==> src/rtl/scl_wave_gen.sv <==
module scl_wave_gen #(
  parameter int OFFSET   = 4,
  parameter int EXP_MAX  = 5,
  parameter int HOLD_W   = 6,
  parameter int HOLD_MAX = 40
) (
  input  logic              clk,
  input  logic              rst_n,
  input  logic              en,
  input  logic [18+HOLD_W:0] cfg_word,
  input  logic              scl_in,
  output logic              scl_drive_low,
  output logic              scl_rise,
  output logic              scl_fall,
  output logic              sda_change
);
  localparam int MAX_LEN = 255 * (2 ** EXP_MAX) + OFFSET;
  localparam int CNT_W   = $clog2(MAX_LEN + 1);
  localparam int HC_W    = HOLD_W + 1;

  logic              run_q, low_q, rise_q, fall_q, sda_q, hact_q;
  logic [CNT_W-1:0]  cnt_q, hi_len_q, lo_len, hi_len;
  logic [HC_W-1:0]   hcnt_q, hold_q;
  logic [2:0]        exp_raw, exp_eff;
  logic              sat;
  logic [7:0]        lo_div, hi_div;
  logic [HOLD_W-1:0] hold_raw, hold_eff;
  logic              enter_low;

  assign exp_raw  = cfg_word[18:16];
  assign sat      = exp_raw > 3'(EXP_MAX);
  assign exp_eff  = sat ? 3'(EXP_MAX) : exp_raw;
  assign lo_div   = sat ? 8'hFF : cfg_word[7:0];
  assign hi_div   = sat ? 8'hFF : cfg_word[15:8];
  assign lo_len   = (CNT_W'(lo_div) << exp_eff) + CNT_W'(OFFSET);
  assign hi_len   = (CNT_W'(hi_div) << exp_eff) + CNT_W'(OFFSET);
  assign hold_raw = cfg_word[19 +: HOLD_W];
  assign hold_eff = (hold_raw > HOLD_W'(HOLD_MAX)) ? HOLD_W'(HOLD_MAX) : hold_raw;
  assign hold_q   = {1'b0, hold_eff} + HC_W'(2);

  assign enter_low = !run_q || (!low_q && cnt_q == '0 && scl_in);

  always_ff @(posedge clk or negedge rst_n) begin
    if (!rst_n) begin
      run_q <= 1'b0; low_q <= 1'b0; cnt_q <= '0; hi_len_q <= '0;
      rise_q <= 1'b0; fall_q <= 1'b0; sda_q <= 1'b0;
      hact_q <= 1'b0; hcnt_q <= '0;
    end else begin
      rise_q <= 1'b0;
      fall_q <= 1'b0;
      sda_q  <= 1'b0;
      if (!en) begin
        run_q <= 1'b0; low_q <= 1'b0; cnt_q <= '0;
        hact_q <= 1'b0; hcnt_q <= '0;
      end else if (enter_low) begin
        run_q    <= 1'b1;
        low_q    <= 1'b1;
        fall_q   <= 1'b1;
        cnt_q    <= lo_len - CNT_W'(1);
        hi_len_q <= hi_len;
        hcnt_q   <= hold_q;
        hact_q   <= 1'b1;
      end else begin
        if (low_q) begin
          if (cnt_q == '0) begin
            low_q  <= 1'b0;
            rise_q <= 1'b1;
            cnt_q  <= hi_len_q - CNT_W'(1);
          end else begin
            cnt_q <= cnt_q - CNT_W'(1);
          end
        end else if (!scl_in) begin
          cnt_q <= hi_len_q - CNT_W'(1);
        end else begin
          cnt_q <= cnt_q - CNT_W'(1);
        end
        if (hact_q) begin
          if (hcnt_q == '0) begin
            sda_q  <= 1'b1;
            hact_q <= 1'b0;
          end else begin
            hcnt_q <= hcnt_q - HC_W'(1);
          end
        end
      end
    end
  end

  assign scl_drive_low = low_q;
  assign scl_rise      = rise_q;
  assign scl_fall      = fall_q;
  assign sda_change    = sda_q;

  assert_stretch_holds_high_R5: assert property (@(posedge clk) disable iff (!rst_n)
    (run_q && !low_q && !scl_in) |=> !scl_drive_low);
  assert_disable_releases_R9: assert property (@(posedge clk) disable iff (!rst_n)
    !en |=> (!scl_drive_low && !scl_rise && !scl_fall));
  assert_edges_exclusive_R10: assert property (@(posedge clk) disable iff (!rst_n)
    $onehot0({scl_rise, scl_fall}));
  assert_fall_pulls_low_R10: assert property (@(posedge clk) disable iff (!rst_n)
    scl_fall |-> (scl_drive_low && !$past(scl_drive_low)));
  assert_rise_releases_R3: assert property (@(posedge clk) disable iff (!rst_n)
    scl_rise |-> (!scl_drive_low && $past(scl_drive_low)));
endmodule

==> config.mk <==
export PLATFORM = sky130hd
export DESIGN_NAME = scl_wave_gen
export DESIGN_NICKNAME = d
export VERILOG_FILES = /design/src/rtl/scl_wave_gen.sv
export SDC_FILE = /design/constraint.sdc
export NUM_CORES = 1
export LEC_CHECK = 0
export ABC_CLOCK_PERIOD_IN_PS = 2900
export CORE_ASPECT_RATIO = 0.9
export CORE_MARGIN = 4
export CORE_UTILIZATION = 57
export DETAILED_ROUTE_END_ITERATION = 7
export DONT_BUFFER_PORTS = 1
export HOLD_SLACK_MARGIN = 0.1
export PLACE_DENSITY_LB_ADDON = 0.3
export SLEW_MARGIN = 5
export SYNTH_ARGS = -nofsm -noshare
export SYNTH_HDL_FRONTEND = slang
export SYNTH_SLANG_ARGS = --single-unit
==> constraint.sdc <==
create_clock -name clk -period 2.9 [get_ports clk]
set_input_delay 0.58 -clock clk [delete_from_list [all_inputs] [get_ports clk]]
set_output_delay 0.58 -clock clk [all_outputs]
set_load 0.02 [all_outputs]
==> results.json <==
{
  "layout_setup_ws_ns": 0.583,
  "cp_slowest_cell": "dfrtp_1",
  "drt-total-wl_mm": 7.64,
  "power-per-cell-area_nw_per_um2": 452,
  "multi_input_area_um2": 2240,
  "ys_seq_elements": 39,
  "cts_tree": "yes",
  "synth.avg_cell_area_um2": 8.99,
  "vias": 2769,
  "synthSimpleGateAreaFrac_pct": 21.1,
  "antenna_found_initial": 0,
  "grt_max_degree": 40,
  "rsz0062_at_grt": "no",
  "nets": 404,
  "slew_headroom_pct": 54.2,
  "io_buffer_count": 0,
  "fin_setup_tns_ns": 0,
  "status": "complete, no violations",
  "synthMuxAreaShare_pct": 12.4,
  "syn_to_final_growth_pct": 2.80,
  "synth_xor_area_share_pct": 10.3,
  "path_common_cell": "inv_1",
  "leakage_nw": 1.39,
  "rows": 26,
  "grt.overflow.total": 0,
  "startpoint_type": "flop",
  "synth_nets": 414,
  "cp_slowest_stage_delay_ns": 0.39,
  "crit_path_max_fanout": 11,
  "worstReg2RegStart": "cnt_q[0]$_DFF_PN0_",
  "cts_max_level": 2,
  "ant_nets": 0,
  "crit_cells": 8,
  "hp-class": "input port to asynchronous set/reset pin",
  "rr_worst_depth": 8,
  "synthTopCellsByArea": "dfrtp_1 (29%), xnor2_1 (5.7%), mux2_2 (5.6%)",
  "synth_top_family_by_area": "simple AND/OR/NAND/NOR gates",
  "gp_congestion": 0.855,
  "hold_viol": 0,
  "endpoint_kind": "flop",
  "worstPathRequired_ns": 3.08,
  "cts_root_buffer": "clkbuf_8",
  "maxClockFrequency_ghz": 0.432,
  "yosysMostFrequentCell": "dfrtp_1",
  "max_cap_viol_count": 0,
  "wl_per_cell_um": 17.4,
  "cp_num_buf_inv": 2,
  "async_reset_ff_share_pct": 100,
  "place_ws_ns": 0.550,
  "synthAdderAreaFrac_pct": 2.58,
  "yosysWarningCount": 0,
  "yosys.area.top_type": "dfrtp_1",
  "cts_resized": 0,
  "worstMarginPinSlew_ns": 0.678,
  "cts_sinks": 39,
  "vias_per_cell": 6.31,
  "grt_pass1_vias": 2676,
  "core_um2": 5730,
  "crit_arrival_ns": 2.50,
  "synthFlopType": "dfrtp_1",
  "initial_utilization_pct": 59.3,
  "globalRouteTotalUtil_pct": 23.1,
  "synth.cell_area_um2": 3400,
  "die_y_um": 81.2,
  "io_pins": 33,
  "drive_gt1_share_pct": 14.1,
  "fin_skew_ns": 0.0104,
  "synth_cells": 378,
  "nFillCells": 491,
  "yosysSeqAreaShare_pct": 28.7,
  "synth-compound-area-share_pct": 19.6,
  "min_period_ns": 2.32,
  "drtIter0Drc": 177,
  "cts_buffer_depth": 2,
  "yosysUniqueCellTypes": 64,
  "dieWidth_um": 89.4,
  "crit_chain": "inv_1 > ha_1 > nor4b_4 > nand4b_2 > o21ai_2 > nand2_1 > inv_1 > mux2_2",
  "ir_drop_uv": 334,
  "synth_commonest_cells": "dfrtp_1 (39), nor2_1 (34), nand2_1 (33), a21oi_1 (24), xnor2_1 (22)",
  "diodes": 0,
  "fin_crit_sh_pct": 79.9,
  "clkSlewWorstSetupHoldPaths_ns": 0.08,
  "crit_family": "simple AND/OR/NAND/NOR gates",
  "post-cts-setup-buffers": 0,
  "worstSkewPairLatency_ns": 0.29,
  "finalMaxSlewViolations": 0,
  "cts_hold_buf": 1,
  "synth_top_area_share_pct": 28.7,
  "grt_pass1_wl_mm": 13.1,
  "drc": 0,
  "critPathKind": "flop to flop",
  "crit_path_start": "cnt_q[0]$_DFF_PN0_",
  "dieArea_um2": 7260,
  "regArea_um2": 976,
  "first_pass_iters": 5,
  "synth_edf_count": 0,
  "numCtsBuffers": 5,
  "dpl.hpwl_mm": 5.72,
  "setup_violations": 0
}
-- kinds of logic (layout without fill, tap and decap cells) --
| kind of cell | count (synthesis) | after routing |
|---|---|---|
| simple gates | 132 | 132 |
| compound gates | 97 | 97 |
| xor+xnor | 40 | 40 |
| flops | 39 | 39 |
| buf+inv | 33 | 24 |
| mux | 30 | 30 |
| fa+ha+maj | 7 | 7 |
-- per-layer routing --
metal | global-route usage [%] | vias up | wire length (µm)
met5 | 0 | - | 0
met4 | 6.70 | 0 | 112
met3 | 3.55 | 11 | 249
li1 | - | 1361 | -
met1 | 32.7 | 1340 | 3600
met2 | 36.6 | 57 | 3670
-- worst reg2reg max path: stages, from the launching register on --
cell and delay (ns):
dfrtp_1 0.39, inv_1 0.08, ha_1 0.21, nor4b_4 0.34, nand4b_2 0.23, o21ai_2 0.20, nand2_1 0.24, inv_1 0.17
mux2_2 0.35
-- layout by cell type (no fill, tap or decap), types with 7 or more instances in the layout --
cell type / netlist / routed
mux2_2: 17 / 17
a211oi_1: 21 / 21
nor3_1: 10 / 10
nor2_1: 34 / 34
inv_1: 10 / 10
dfrtp_1: 39 / 39
xor2_1: 18 / 18
nand2_1: 33 / 33
clkbuf_8: 0 / 7
ha_1: 7 / 7
nand3_1: 12 / 12
o21ai_1: 8 / 8
xnor2_1: 22 / 22
o21ai_0: 13 / 13
a21oi_1: 24 / 24
-- power breakdown --
part           switching, W  internal (W)
clock              0.000191      0.000217
combinational      0.000261      0.000225
sequential        0.0000810      0.000602
-- metrics by stage --
step	area [µm²]	utilization (%)	hold slack, ns	std cells	power, W
2_1_floorplan	3400	-	0.284	378	0.00109
3_3_place_gp	3370	58.9	0.285	430	0.00115
3_5_place_dp	3370	58.9	0.285	430	0.00116
4_1_cts	3490	61.0	0.124	439	0.00158
5_1_grt	3490	61.0	0.129	439	0.00167
6_report	3490	61.0	0.107	439	0.00158
-- final timing paths --
path | end | slack (ns)
hold reg to reg | hi_len_q[10]$_DFFE_PN0P_ | 0.54
max in group asynchronous | scl_rise$_DFF_PN0_ | 2.58
hold / removal | cnt_q[3]$_DFF_PN0_ | 0.11
setup reg to reg | hi_len_q[6]$_DFFE_PN0P_ | 0.58
setup / recovery | hi_len_q[6]$_DFFE_PN0P_ | 0.58
min in group clk | run_q$_DFFE_PN0P_ | 0.32
-- registers in the layout, indices dropped and copies added, names as in the netlist --
signal	flops
run_q	1
scl_drive_low	1
scl_fall	1
hcnt_q	7
hact_q	1
hi_len_q	13
sda_change	1
scl_rise	1
cnt_q	13
-- area by class of cell --
class	instances	share of cell area [%]
clock buffers	8	2.87
repair buffers	4	1.22
multi-input cells	306	64.2
well taps	70	2.51
inverters	12	1.29
flip-flops and latches	39	27.9
No activity file was read; power rests on OpenSTA's default activity.
